$ cat src/rtl/bankwin_pkg.sv
package bankwin_pkg;
   localparam int ADDR_W = 20;
   localparam int DATA_W = 8;
   localparam int IDX_W  = 3;
   localparam int KEY_W  = 3;
   localparam logic [ADDR_W-1:0] LEG_BASE = 20'hA0000;

   typedef enum logic [1:0] {
      MAP_LEGACY = 2'd0,
      MAP_256K   = 2'd1,
      MAP_512K   = 2'd2,
      MAP_1M     = 2'd3
   } map_e;

   // bit4 win64, bits3:2 map, bit1 direction mode, bit0 split enable
   typedef struct packed {
      logic win64;
      map_e map;
      logic rw_mode;
      logic split;
   } cfg_t;

   localparam logic [IDX_W-1:0] IDX_BANKA = 3'd0;
   localparam logic [IDX_W-1:0] IDX_BANKB = 3'd1;
   localparam logic [IDX_W-1:0] IDX_CFG   = 3'd2;
   localparam logic [IDX_W-1:0] IDX_GUARD = 3'd3;
endpackage

$ cat src/rtl/bankwin_regs.sv
module bankwin_regs
   import bankwin_pkg::*;
#(
   parameter int BANK_W     = 8,
   parameter int UNLOCK_KEY = 5
) (
   input  logic              clk,
   input  logic              rst_n,
   input  logic              wr,
   input  logic              rd,
   input  logic [IDX_W-1:0]  idx,
   input  logic [DATA_W-1:0] wdata,
   output logic [DATA_W-1:0] rdata,
   output logic [BANK_W-1:0] bank_a,
   output logic [BANK_W-1:0] bank_b,
   output cfg_t              cfg,
   output logic              unlocked,
   output logic              protect
);
   localparam logic [KEY_W-1:0] KEY = KEY_W'(UNLOCK_KEY);

   if (BANK_W > DATA_W) begin : g_bank_too_wide
      $error("bank offset wider than register data");
   end
   if (UNLOCK_KEY >= (1 << KEY_W)) begin : g_key_range
      $error("unlock key does not fit the key field");
   end

   logic [BANK_W-1:0] bank_a_q, bank_b_q;
   cfg_t              cfg_q;
   logic [KEY_W-1:0]  key_q;
   logic              prot_q;
   logic [DATA_W-1:0] rd_val, rdata_q;
   logic              open_rd;
   logic              unused_wbits;

   assign unlocked     = (key_q == KEY);
   assign open_rd      = unlocked & ~prot_q;
   assign unused_wbits = ^{wdata[DATA_W-1:5], wdata[3]};

   always_ff @(posedge clk) begin
      if (!rst_n) begin
         bank_a_q <= '0;
         bank_b_q <= '0;
         cfg_q    <= '0;
         key_q    <= '0;
         prot_q   <= 1'b0;
      end else if (wr) begin
         unique case (idx)
            IDX_GUARD: begin
               key_q  <= wdata[KEY_W-1:0];
               prot_q <= wdata[4];
            end
            IDX_BANKA: if (unlocked) bank_a_q <= wdata[BANK_W-1:0];
            IDX_BANKB: if (unlocked) bank_b_q <= wdata[BANK_W-1:0];
            IDX_CFG:   if (unlocked) cfg_q    <= cfg_t'(wdata[4:0]);
            default: ;
         endcase
      end
   end

   always_comb begin
      rd_val = '0;
      unique case (idx)
         IDX_GUARD: rd_val = {3'b000, prot_q, 1'b0, key_q};
         IDX_BANKA: if (open_rd) rd_val = DATA_W'(bank_a_q);
         IDX_BANKB: if (open_rd) rd_val = DATA_W'(bank_b_q);
         IDX_CFG:   if (open_rd) rd_val = DATA_W'(cfg_q);
         default:   rd_val = '0;
      endcase
   end

   always_ff @(posedge clk) begin
      if (!rst_n) rdata_q <= '0;
      else        rdata_q <= rd ? rd_val : '0;
   end

   assign rdata   = rdata_q;
   assign bank_a  = bank_a_q;
   assign bank_b  = bank_b_q;
   assign cfg     = cfg_q;
   assign protect = prot_q;
endmodule

$ cat src/rtl/bankwin_decode.sv
module bankwin_decode
   import bankwin_pkg::*;
(
   input  logic [ADDR_W-1:0] addr,
   input  logic              we,
   input  cfg_t              cfg,
   output logic              hit,
   output logic              use_b,
   output logic [ADDR_W-1:0] rel
);
   logic upper;

   always_comb begin
      rel   = (cfg.map == MAP_LEGACY) ? (addr - LEG_BASE) : addr;
      hit   = 1'b0;
      upper = 1'b0;
      unique case (cfg.map)
         MAP_LEGACY: begin
            if (cfg.win64) begin
               hit   = (addr[19:16] == 4'hA);
               upper = rel[15];
            end else begin
               hit   = (addr[19:17] == 3'b101);
               upper = rel[16];
            end
         end
         MAP_256K: begin hit = (addr[19:18] == 2'b00); upper = rel[17]; end
         MAP_512K: begin hit = ~addr[19];              upper = rel[18]; end
         default:  begin hit = 1'b1;                   upper = rel[19]; end
      endcase
      use_b = cfg.split & (cfg.rw_mode ? we : ~upper);
   end
endmodule

$ cat src/rtl/bankwin_stage.sv
module bankwin_stage
   import bankwin_pkg::*;
#(
   parameter int PAGE_W  = 12,
   parameter bit REG_OUT = 1'b1
) (
   input  logic                     clk,
   input  logic                     rst_n,
   input  logic                     req,
   input  logic                     we,
   input  logic                     use_b,
   input  logic [ADDR_W-1:0]        rel,
   input  logic [ADDR_W-PAGE_W-1:0] bank_a,
   input  logic [ADDR_W-PAGE_W-1:0] bank_b,
   output logic                     m_req,
   output logic                     m_we,
   output logic                     m_bank,
   output logic [ADDR_W-1:0]        m_addr
);
   localparam int BANK_W = ADDR_W - PAGE_W;

   logic [BANK_W-1:0] page_sum;
   logic [ADDR_W-1:0] addr_nx;

   assign page_sum = rel[ADDR_W-1:PAGE_W] + (use_b ? bank_b : bank_a);
   assign addr_nx  = {page_sum, rel[PAGE_W-1:0]};

   if (REG_OUT) begin : g_reg
      always_ff @(posedge clk) begin
         if (!rst_n) begin
            m_req  <= 1'b0;
            m_we   <= 1'b0;
            m_bank <= 1'b0;
            m_addr <= '0;
         end else begin
            m_req  <= req;
            m_we   <= we;
            m_bank <= use_b;
            m_addr <= addr_nx;
         end
      end
   end else begin : g_comb
      logic unused_clk;
      assign unused_clk = clk ^ rst_n;
      assign m_req  = req;
      assign m_we   = we;
      assign m_bank = use_b;
      assign m_addr = addr_nx;
   end
endmodule

$ cat src/rtl/bankwin_xlate.sv
module bankwin_xlate
   import bankwin_pkg::*;
#(
   parameter int PAGE_W     = 12,
   parameter int UNLOCK_KEY = 5,
   parameter bit REG_OUT    = 1'b1
) (
   input  logic              clk,
   input  logic              rst_n,
   input  logic              h_req,
   input  logic              h_we,
   input  logic [ADDR_W-1:0] h_addr,
   input  logic              r_wr,
   input  logic              r_rd,
   input  logic [IDX_W-1:0]  r_idx,
   input  logic [DATA_W-1:0] r_wdata,
   output logic [DATA_W-1:0] r_rdata,
   output logic              m_req,
   output logic              m_we,
   output logic              m_bank,
   output logic [ADDR_W-1:0] m_addr
);
   localparam int BANK_W = ADDR_W - PAGE_W;

   if (PAGE_W < 12 || PAGE_W > 15) begin : g_page_range
      $error("PAGE_W must lie in 12..15");
   end

   logic [BANK_W-1:0] bank_a, bank_b;
   cfg_t              cfg;
   logic              unlocked, protect;
   logic              hit, use_b;
   logic [ADDR_W-1:0] rel;

   bankwin_regs #(.BANK_W(BANK_W), .UNLOCK_KEY(UNLOCK_KEY)) u_regs (
      .clk(clk), .rst_n(rst_n), .wr(r_wr), .rd(r_rd), .idx(r_idx),
      .wdata(r_wdata), .rdata(r_rdata), .bank_a(bank_a), .bank_b(bank_b),
      .cfg(cfg), .unlocked(unlocked), .protect(protect)
   );

   bankwin_decode u_dec (
      .addr(h_addr), .we(h_we), .cfg(cfg), .hit(hit), .use_b(use_b), .rel(rel)
   );

   bankwin_stage #(.PAGE_W(PAGE_W), .REG_OUT(REG_OUT)) u_stage (
      .clk(clk), .rst_n(rst_n), .req(h_req & hit), .we(h_we), .use_b(use_b),
      .rel(rel), .bank_a(bank_a), .bank_b(bank_b),
      .m_req(m_req), .m_we(m_we), .m_bank(m_bank), .m_addr(m_addr)
   );
endmodule

$ cat config.mk
export PLATFORM = sky130hd
export DESIGN_NAME = bankwin_xlate
export DESIGN_NICKNAME = d
export VERILOG_FILES = /design/src/rtl/bankwin_pkg.sv /design/src/rtl/bankwin_regs.sv /design/src/rtl/bankwin_decode.sv /design/src/rtl/bankwin_stage.sv /design/src/rtl/bankwin_xlate.sv
export SDC_FILE = /design/constraint.sdc
export NUM_CORES = 1
export LEC_CHECK = 0
export BUFFER_PORTS_ARGS = -buffer_cell sky130_fd_sc_hd__buf_4
export CORE_UTILIZATION = 25
export CTS_CLUSTER_DIAMETER = 150
export DETAILED_ROUTE_END_ITERATION = 10
export HOLD_SLACK_MARGIN = 0.15
export PLACE_DENSITY = 0.54
export SLEW_MARGIN = 10
export SYNTH_ARGS = -nofsm -noshare
export SYNTH_HDL_FRONTEND = slang
export SYNTH_SLANG_ARGS = --single-unit
$ cat constraint.sdc
create_clock -name clk -period 2.8 [get_ports clk]
set_input_delay 0.14 -clock clk [delete_from_list [all_inputs] [get_ports clk]]
set_output_delay 0.14 -clock clk [all_outputs]
set_load 0.02 [all_outputs]
# After elaboration in Yosys (flattened, before gate mapping)
# Cells that the tools add are included.
[totals]
ff_bits = 56
output_inout_bits = 31
[classes]
addsub = 2
n_reduce_logical = 8
bitwise_logic = 6
eq_ne = 8
mux = 11
[op_table]
columns = ["cell", "n"]
rows = [
  ["case mux 8 bit (4 select lines)", 1],
  ["2-to-1 mux 8 bit", 3],
  ["2-to-1 mux 20 bit", 1],
  ["subtractor 20 bit, second input constant", 1],
  ["AND reduction 3 bit", 3],
  ["adder 8 bit", 1],
  ["== test 3 x 2 -> 1 bit, second input constant", 2],
  ["== test 3 bit, second input constant", 2],
  ["case mux 1 bit (3 select lines)", 2],
  ["2-to-1 mux 5 bit", 1],
  ["== test 4 bit, second input constant", 1],
  ["zero test 2 bit", 2],
  ["AND reduction 2 bit", 2],
  ["bitwise AND 1 bit", 3],
  ["== test 3 x 1 -> 1 bit, second input constant", 1],
  ["zero test 3 bit", 1],
  ["2-to-1 mux 1 bit", 3],
  ["NOT 1 bit", 3],
  ["== test 2 x 1 -> 1 bit, second input constant", 1],
  ["== test 2 bit, second input constant", 1],
]

# Depth between registers and ports, before layout
# Gate-level depths: netlist (run 1).
[logic_depth]
ltp_word = 9
depth_mapped = 14
ltp_nobuf = 12

# By module
# From an unflattened synthesis (run 1), not the netlist that was laid out.
[hier_totals]
cells_unflattened = 276
hier_area_um2 = 2732.6
[modules_own_cells]
columns = ["module", "instances", "area_per_inst_um2", "cells_each"]
rows = [
  ["bankwin_regs", 1, 1405.1, 135],
  ["bankwin_stage", 1, 1038.5, 99],
  ["bankwin_decode", 1, 282.8, 41],
  ["bankwin_xlate", 1, 6.3, 1],
]

# Least setup slack after synthesis (run 1)
# OpenSTA, ideal clock, no wires.
[synth_path]
path_type = "register to register"
startpoint = "reg u_regs.cfg_q (netlist bit u_regs.cfg[4])"
endpoint = "reg u_stage.m_addr[18]"
required_time_ps = 2672
setup_time_ps = 128
arrival_time_ps = 2832
setup_slack_ps = -159
path_stages_with_launch = 14
n_path_buf = 1
path_cell_list = "dfxtp_1 mux2_2 o211ai_1 and2_4 buf_6 mux2_2 ha_1 fa_1 a21o_1 a21oi_1 o21bai_1 a21oi_1 xor2_1 nor2_1"
[synth_via]
elab_chain_cells = 7
[synth_rtl]
columns = ["element", "line", "rtl"]
rows = [
  ["start: declaration", "bankwin_regs.sv:30", "cfg_t cfg_q;"],
  ["start signal: assignment", "bankwin_regs.sv:56", "IDX_CFG: if (unlocked) cfg_q <= cfg_t'(wdata[4:0]);"],
  ["2-to-1 mux 1 bit", "bankwin_decode.sv:19", "if (cfg.win64) begin"],
  ["case mux 1 bit (3 select lines)", "bankwin_decode.sv:17", "unique case (cfg.map)"],
  ["NOT 1 bit", "bankwin_decode.sv:31", "use_b = cfg.split & (cfg.rw_mode ? we : ~upper);"],
  ["2-to-1 mux 1 bit", "bankwin_decode.sv:31", ""],
  ["bitwise AND 1 bit", "bankwin_decode.sv:31", ""],
  ["2-to-1 mux 8 bit", "bankwin_stage.sv:25", "assign page_sum = rel[ADDR_W-1:PAGE_W] + (use_b ? bank_b : bank_a);"],
  ["adder 8 bit", "bankwin_stage.sv:25", ""],
  ["end signal: assignment", "bankwin_stage.sv:39", "m_addr <= addr_nx;"],
  ["end: declaration", "bankwin_stage.sv:18", "output logic [ADDR_W-1:0] m_addr"],
]
# Every way passes these cells.
# A chain may end at the register's enable or synchronous reset.

# Worst setup path in the final report (run 1)
# Ends and elaborated chain as after synthesis.

==> results.md, run 1 <==
* Status: finished clean
* Ys async rst share at 0%
* Crit-path leading delay family: compound AO/OA/AOI/OAI gates
* Crit path largest cell delay at 0.35 ns
* Worst vdd ir at 0.1896 mV
* Critical path required time at 2.97 ns
* CP Class: reg -> reg
* Dpl hpwl at 4.457 mm
* Pre-antenna DRT Iters at 4
* Synth top area cells: dfxtp_1 (46%), mux2i_1 (13%), nor2_1 (5.2%)
* Clock slew at reported path FFs at 0.10 ns
* Clk_skew at 0.007619 ns
* RSZ-0062 raised after global routing: yes
* Final Util at 37.17%
* Core region area at 0.009371 mm2
* GRT Resource Usage Total at 12.39%
* Area leader, netlist: dfxtp_1
* TritonCTS clock tree: yes
* Grt total ovfl at 0
* Via count at 2059
* Die Width at 101.1 um
* Worst skew pair latency at 0.31 ns
* Routed wire per std cell at 12.86 um
* Most used cell along the critical path: mux2_4
* First-pass GRT wire length at 9.715 mm
* Initial drt markers at 75
* Final min period at 2.795 ns
* Syn. warnings at 0
* Slew @ Worst Pin at 0.7698 ns
* CTS root buf: clkbuf_8
* Max Root-Sink Buffers at 2
* Layout cells sized above 1 at 28.24%
* PortBufs at 67
* Synth Flop Type: dfxtp_1
* Endpoints failing hold at 0
* Worst-path cell chain: mux2_4 -> o211ai_1 -> and2_4 -> mux2_4 -> ha_4 -> fa_2 -> a21o_1 -> a21oi_2 -> o21bai_1 -> a21oi_1 -> xor2_1 -> nor2_1
* Cts bufs inserted at 5
* Initial antenna violation count at 0
* Starting Density at 26.18%
* Max-slew violations at 0
* PwrDens at 426.0 mW/mm2
* Arr. time, crit path at 2.97 ns
* Mapped Cells at 253
* P&R area growth vs syn at 41.97%
* GPL Wtd Cong at 0.7793
* Setup Viol. Count Final at 0
* Sequential area share after synthesis at 45.69%
* Number of antenna cells inserted at 0
* Max_cap viols at 0
* WHS at 0.1617 ns
* CP Capture Type: flip-flop
* Mapped cell area at 0.002454 mm2
* FMAX at 0.3578 GHz
* EDFF count, synth at 0
* Routed wire length at 6.120 mm
* Yosys top cell area share at 45.69%
* Slowest stage cell, crit path: dfxtp_2
* Drt drc at 0
* Synthesized flop and latch total at 56
* CP bufs+invs at 0
* Pin count of the biggest net entering global routing at 29
* Startpoint types: flip-flop
* Nets at 394
* Fillcell total at 996
* Distinct cells, synth at 34
* Final period util at 99.82%
* IO Count at 68
* Leak at 1.495 nW
* Drt via density at 4.326
* Post-synthesis average cell area at 9.698 um2
* Post-DRT Antenna Nets at 0
* Vias in the first global route at 1990
* # rows at 35
* Die ar. at 0.01021 mm2
* Worst min-delay path class: in -> reg
* Clock Sinks at 56
* CP Max Fanout at 3
* H-tree depth at 2
* Die Height at 101.1 um
* Relative slew slack at 48.63%
* Syn nets at 300
-- layer usage --
metal	vias up	part of all wire (%)	track usage, %
li1	1041	-	-
met1	961	50	16.93
met2	50	44	19.47
met3	7	4.7	2.843
met4	0	0.95	3.344
met5	-	0	0
-- per-stage QoR --
step / worst slack, ns / total power [mW] / cell area (um2) / TNS, ns / cells
finish: 0.004921 / 1.484 / 3483 / 0 / 476
global route: -0.1607 / 1.544 / 3483 / -0.1607 / 476
CTS: 0.005891 / 1.501 / 3472 / 0 / 475
detailed placement: -0.03353 / 1.007 / 3115 / -0.03353 / 445
global placement: 0.03380 / 1.006 / 3115 / 0 / 445
floorplan: 0.002630 / 0.9162 / 2464 / 0 / 253
-- report_power, final --
group	leakage [nW]	internal, mW	switching [mW]
registers	0.458	0.815	0.00609
logic	0.991	0.104	0.0906
clock network	0.0473	0.198	0.270
-- cells by family after synthesis --
logic type / synth area share [%]
AND/OR/NAND/NOR: 18.66
flip-flops: 45.69
multiplexers: 16.73
AO/OA/AOI/OAI: 7.853
buffers and inverters: 2.804
adder cells (fa/ha/maj): 5.406
XOR/XNOR: 2.856
-- final timing paths --
kind                                startpoint                             to  slack [ns]  depth (start not counted)
setup reg to reg    u_regs.cfg[4]$_SDFFE_PN0P_  u_stage.m_addr[18]$_SDFF_PN0_       0.005                         12
hold reg to reg   u_regs.key_q[1]$_SDFFE_PN0P_   u_regs.key_q[1]$_SDFFE_PN0P_        0.48                          2
setup / recovery    u_regs.cfg[4]$_SDFFE_PN0P_  u_stage.m_addr[18]$_SDFF_PN0_       0.005                         12
hold / removal                      h_addr[19]       u_stage.m_req$_SDFF_PN0_        0.16                          4
-- what timing repair did --
item,in CTS,in global routing
endpoints found under the setup margin,2,2
cloned,0,0
setup buffers,0,1
hold buffers,23,0
pin swaps,1,4
gates resized for setup,5,3
hold endpoints to repair,39,0
-- worst register-to-register path, cell delays in order (launching register included) --
cell and delay [ns]:
dfxtp_2 0.35, mux2_4 0.29, o211ai_1 0.22, and2_4 0.20, mux2_4 0.31, ha_4 0.17
fa_2 0.34, a21o_1 0.17, a21oi_2 0.15, o21bai_1 0.08, a21oi_1 0.16, xor2_1 0.16
nor2_1 0.06
-- flip-flops by register name, summed over array words and instances (netlist names) --
| name | count |
|---|---|
| u_stage.m_addr | 20 |
| u_regs.bank_a | 8 |
| u_regs.bank_b | 8 |
| u_regs.rdata | 8 |
| u_regs.cfg | 5 |
| u_regs.key_q | 3 |
| u_regs.protect | 1 |
| u_stage.m_bank | 1 |
| u_stage.m_req | 1 |
| u_stage.m_we | 1 |
-- area by class of cell --
type | count | area [um2] | area share [%]
Multi-Input combinational cell | 183 | 1311 | 37.64
Inverter | 5 | 18.77 | 0.5388
Clock buffer | 6 | 82.58 | 2.371
Timing Repair Buffer | 96 | 778.2 | 22.34
Tap cell | 129 | 161.4 | 4.634
Clock inverter | 1 | 8.758 | 0.2514
Sequential cell | 56 | 1122 | 32.22
-- synthesized netlist by cell type (3+ instances only) --
library cell	n
clkbuf_1	6
ha_1	9
inv_1	5
and2_1	18
xnor2_1	6
mux2i_1	32
nand2b_1	3
a22oi_1	4
nor3_1	3
mux2_2	8
nor2b_1	6
a21oi_1	11
o21ai_0	9
dfxtp_1	56
nand2_1	16
nor2_1	34
nand3_1	5
-- cells in the final DEF, fill, tap and decap left out, types with 3 or more instances in the layout --
| cell type | instances |
|---|---|
| a21oi_1 | 9 |
| a22oi_1 | 4 |
| and2_1 | 18 |
| buf_4 | 73 |
| clkbuf_8 | 6 |
| dfxtp_1 | 55 |
| dlygate4sd3_1 | 23 |
| ha_1 | 7 |
| inv_1 | 5 |
| mux2_2 | 6 |
| mux2i_1 | 32 |
| nand2_1 | 16 |
| nand2b_1 | 3 |
| nand3_1 | 5 |
| nor2_1 | 34 |
| nor2b_1 | 6 |
| nor3_1 | 3 |
| o21ai_0 | 7 |
| xnor2_1 | 6 |
(Power assumes the default switching activity.)
==> inputs of run 2 (changes only) <==
--- a/config.mk
+++ b/config.mk
@@ -5,6 +5,7 @@
 export SDC_FILE = /design/constraint.sdc
 export NUM_CORES = 1
 export LEC_CHECK = 0
+export ABC_AREA = 1
 export BUFFER_PORTS_ARGS = -buffer_cell sky130_fd_sc_hd__buf_4
 export CORE_UTILIZATION = 25
 export CTS_CLUSTER_DIAMETER = 150
==> constraint.sdc (replaced) <==
create_clock -name clk -period 2.4 [get_ports clk]
set_input_delay 0.12 -clock clk [delete_from_list [all_inputs] [get_ports clk]]
set_output_delay 0.12 -clock clk [all_outputs]
set_load 0.02 [all_outputs]
==> run 2 against run 1 <==
Compared with the run above: worst hold slack improved by 0.0060 ns; global-route usage barely moved; die area is 2.6% higher; critical endpoint unchanged.
==> results.md, run 2 <==
* Fillcell total at 1013 (+1.7%)
* Pre-antenna DRT Iters at 4 (unchanged)
* CTS root buf: clkbuf_8
* Max-slew violations at 0 (unchanged)
* IO Count at 68 (unchanged)
* H-tree depth at 2 (unchanged)
* Reg-to-Reg End: u_stage.m_addr[18]$_SDFF_PN0_
* Max FFs per register at 20 (unchanged)
* Relative slew slack at 68.08% (+19 points)
* Mapped cell area at 0.002519 mm2 (+2.7%)
* Leak at 1.660 nW (+11%)
* EDFF count, synth at 0 (unchanged)
* Synth Flop Type: dfxtp_1
* Via count at 2401 (+17%)
* Worst min-delay path class: in -> reg
* GPL Wtd Cong at 0.7989 (+2.5%)
* Initial antenna violation count at 0 (unchanged)
* Post-synthesis adder-cell area fraction at 5.266% (-0.14 points)
* Arr. time, crit path at 2.56 ns (-0.41 ns)
* Dpl hpwl at 4.716 mm (+5.8%)
* Clock power frac at 33.7% (+2.1 points)
* CP bufs+invs at 2 (+2)
* Status: finished clean
* CP Class: reg -> reg
* Vias in the first global route at 2248 (+13%)
* Top cells by count, synth: inv_1 (60), dfxtp_1 (56), nand2_1 (45)
* Portion of netlist area occupied by mux cells at 0% (-17 points)
* Comb pwr share at 13.7% (+0.6 points)
* Clk_skew at 0.007355 ns (-0.0002637 ns)
* Hold Startpoint: rst_n
* Share of power burned in registers at 52.6% (-2.7 points)
* CP Max Fanout at 6 (+3)
* P&R area growth vs syn at 47.64%
* Routed wire per std cell at 11.67 um (-9.2%)
* Worst-path cell chain: inv_2 -> nand2_2 -> nand3_2 -> nand3_2 -> nand2_4 -> nand2_8 -> nand2_4 -> o21ai_2 -> ha_2 -> fa_2 -> nand3_2 -> nand2_2 -> nand2_2 -> inv_2 -> nor2_2 -> nor2_1 -> nor2_1 -> o21ai_1 -> a21oi_1
* Max Root-Sink Buffers at 2 (unchanged)
* Top reg by flops: u_stage.m_addr
* Synthesized flop and latch total at 56 (unchanged)
* Worst skew pair latency at 0.30 ns (about the same)
* Crit path largest cell delay at 0.40 ns (+0.05 ns)
* Multi-input logic area at 0.001225 mm2 (-6.6%)
* XOR/XNOR Fraction of Synth Area at 0.6955% (-2.2 points)
* Grt total ovfl at 0 (unchanged)
* Most frequent cell after synthesis: inv_1
* GRT Resource Usage Total at 12.37% (-0.013 points)
* Largest family of logic cells by synthesized area: compound AO/OA/AOI/OAI gates
* Critical path required time at 2.64 ns (-0.33 ns)
* R2R cell count at 19 (+7)
* Syn. warnings at 0 (unchanged)
* Pin count of the biggest net entering global routing at 47 (+62%)
* Worst vdd ir at 0.3735 mV (+97%)
* Post-synthesis average cell area at 7.871 um2 (-19%)
* PwrDens at 487.8 mW/mm2 (+15%)
* Slowest stage cell, crit path: fa_2
* First-pass GRT wire length at 10.09 mm (+3.8%)
* P_sw at 0.4340 mW (+18%)
* Register Area at 0.001132 mm2 (+0.89%)
* Compound-Gate Fraction of Synth Area at 19.92% (+12 points)
* Switch share at 23.93% (-0.80 points)
* Hold endpoint: u_stage.m_req$_SDFF_PN0_
* Starting Density at 25.77% (-0.41 points)
* Number of antenna cells inserted at 0 (unchanged)
* Post-Synth Simple-Gate Area at 18.38% (-0.28 points)
* Commonest non-fill, non-tap cell in the layout: buf_4
* # rows at 36 (+2.9%)
* Endpoints failing hold at 0 (unchanged)
* Cts bufs inserted at 5 (unchanged)
* Die Height at 102.4 um (+1.3%)
* CP Capture Type: flip-flop
* Routed wire length at 6.523 mm (+6.6%)
* Flop-to-flop setup slack at 0.07 ns (+0.07 ns)
* Startpoint types: flip-flop
* TritonCTS clock tree: yes
* Slew @ Worst Pin at 0.4744 ns (-0.2954 ns)
* Clock slew at reported path FFs at 0.10 ns (about the same)
* Final min period at 2.326 ns (-0.4691 ns)
* Distinct cells, synth at 33 (-2.9%)
* Crit-path leading delay family: simple AND/OR/NAND/NOR gates
* RSZ-0062 raised after global routing: yes
* Yosys top cell area share at 44.51% (-1.2 points)
* Area leader, netlist: dfxtp_1
* Sequential area share after synthesis at 44.51% (-1.2 points)
* Core region area at 0.009774 mm2 (+4.3%)
* Synth top area cells: dfxtp_1 (45%), inv_1 (8.9%), a21oi_1 (7.6%)
* WHS at 0.1676 ns (+0.005962 ns)
* Die Width at 102.4 um (+1.3%)
* Final Util at 38.04% (+0.87 points)
* Final period util at 96.92% (-2.9 points)
* Die ar. at 0.01048 mm2 (+2.6%)
* Max_cap viols at 0 (unchanged)
* Drt via density at 4.295 (-0.70%)
* FMAX at 0.4299 GHz (+20%)
* Layout cells sized above 1 at 31.46% (+3.2 points)
* Internal cell power at 1.380 mW (+24%)
* PortBufs at 67 (unchanged)
* Post-DRT Antenna Nets at 0 (unchanged)
* Clock Sinks at 56 (unchanged)
* Setup Viol. Count Final at 0 (unchanged)
* Commonest cells after routing, fill and taps aside: buf_4 (79), inv_1 (56), dfxtp_1 (53), nand2_1 (38), a21oi_1 (35)
* Initial drt markers at 85 (+13%)
* Nets at 472 (+20%)
* Drt drc at 0 (unchanged)
* Hold path cells at 3 (-1)
* Mapped Cells at 320 (+26%)
* Ys async rst share at 0% (unchanged)
* Syn nets at 367 (+22%)
* RR Startpoint: u_regs.cfg[3]$_SDFFE_PN0P_
-- run 2: changes by cell type after synthesis, sizes merged, moves of 8 or more --
cell / previous run / this run
nand2: 16 / 51
inv: 5 / 62
and2: 19 / 0
mux2: 8 / 0
a21oi: 11 / 38
nand3: 5 / 14
nor2: 35 / 20
mux2i: 32 / 0
o21ai: 9 / 36
-- run 2: worst register-to-register path: cells and delay by family, from the launching register on --
family,cells,cell delay [ns]
buf+inv,2,0.10
simple gates,12,0.93
flops,1,0.38
fa+ha+maj,2,0.60
compound gates,3,0.27
-- run 2: how the worst max path moves through the flow --
stage / slack [ns] / from / cells after the start / end
final: 0.07 / u_regs.cfg[3]$_SDFFE_PN0P_ / 19 / u_stage.m_addr[18]$_SDFF_PN0_
after CTS: 0.04 / u_regs.cfg[3]$_SDFFE_PN0P_ / 19 / u_stage.m_addr[18]$_SDFF_PN0_
after global placement: 0.05 / u_regs.cfg[3]$_SDFFE_PN0P_ / 14 / u_stage.m_addr[19]$_SDFF_PN0_
after floorplan: 0.04 / u_regs.cfg[2]$_SDFFE_PN0P_ / 18 / u_stage.m_addr[18]$_SDFF_PN0_
after global routing: -0.11 / u_regs.cfg[2]$_SDFFE_PN0P_ / 17 / u_stage.m_addr[18]$_SDFF_PN0_
after detailed placement: -0.08 / u_regs.cfg[3]$_SDFFE_PN0P_ / 17 / u_stage.m_addr[18]$_SDFF_PN0_
-- run 2: what timing repair did --
action                     4_1_cts  5_1_grt
pin swaps                        0       14
resized for setup                6       33
setup endpoints to repair        1        3
setup buffers                    0        8
hold buffers                    25        0
gates cloned                     0        1
hold endpoints to repair        42        0
-- run 2: cell families after synthesis --
family,after synthesis
compound gates,91
xor+xnor,2
fa+ha+maj,10
buf+inv,70
flops,56
simple gates,91
-- run 2: power by group through the flow --
stage	registers, mW	clock network (mW)	logic (mW)
after floorplan	1.01	0	0.0744
after global placement	0.979	0	0.210
after detailed placement	0.979	0	0.212
after CTS	0.957	0.633	0.245
after global routing	0.957	0.675	0.276
final	0.954	0.610	0.249
-- run 2: metal layers --
| metal | share of wire (%) | global-route usage [%] | routed length [um] |
|---|---|---|---|
| met3 | 4.2 | 2.462 | 275 |
| met1 | 48 | 15.09 | 3104 |
| met5 | 0 | 0 | 0 |
| met2 | 47 | 22.46 | 3069 |
| met4 | 1.1 | 2.527 | 75 |
-- run 2: area by class of cell --
cell class              count  area share (%)
well taps                 133           4.475
clock buffers               6           1.952
clock inverters             2          0.9421
flip-flops and latches     56           30.45
inverters                  62           6.258
multi-input cells         195           32.94
repair buffers            105           22.98
-- run 2: per-stage QoR --
| step | setup WS, ns | setup TNS, ns | power (mW) | cell area, um2 | instances |
|---|---|---|---|---|---|
| 2_1_floorplan | 0.03693 | 0 | 1.080 | 2519 | 320 |
| 3_3_place_gp | 0.04573 | 0 | 1.189 | 3176 | 517 |
| 3_5_place_dp | -0.08025 | -0.08025 | 1.191 | 3176 | 517 |
| 4_1_cts | 0.03631 | 0 | 1.835 | 3542 | 550 |
| 5_1_grt | -0.1122 | -0.1172 | 1.908 | 3719 | 559 |
| 6_report | 0.07403 | 0 | 1.814 | 3719 | 559 |
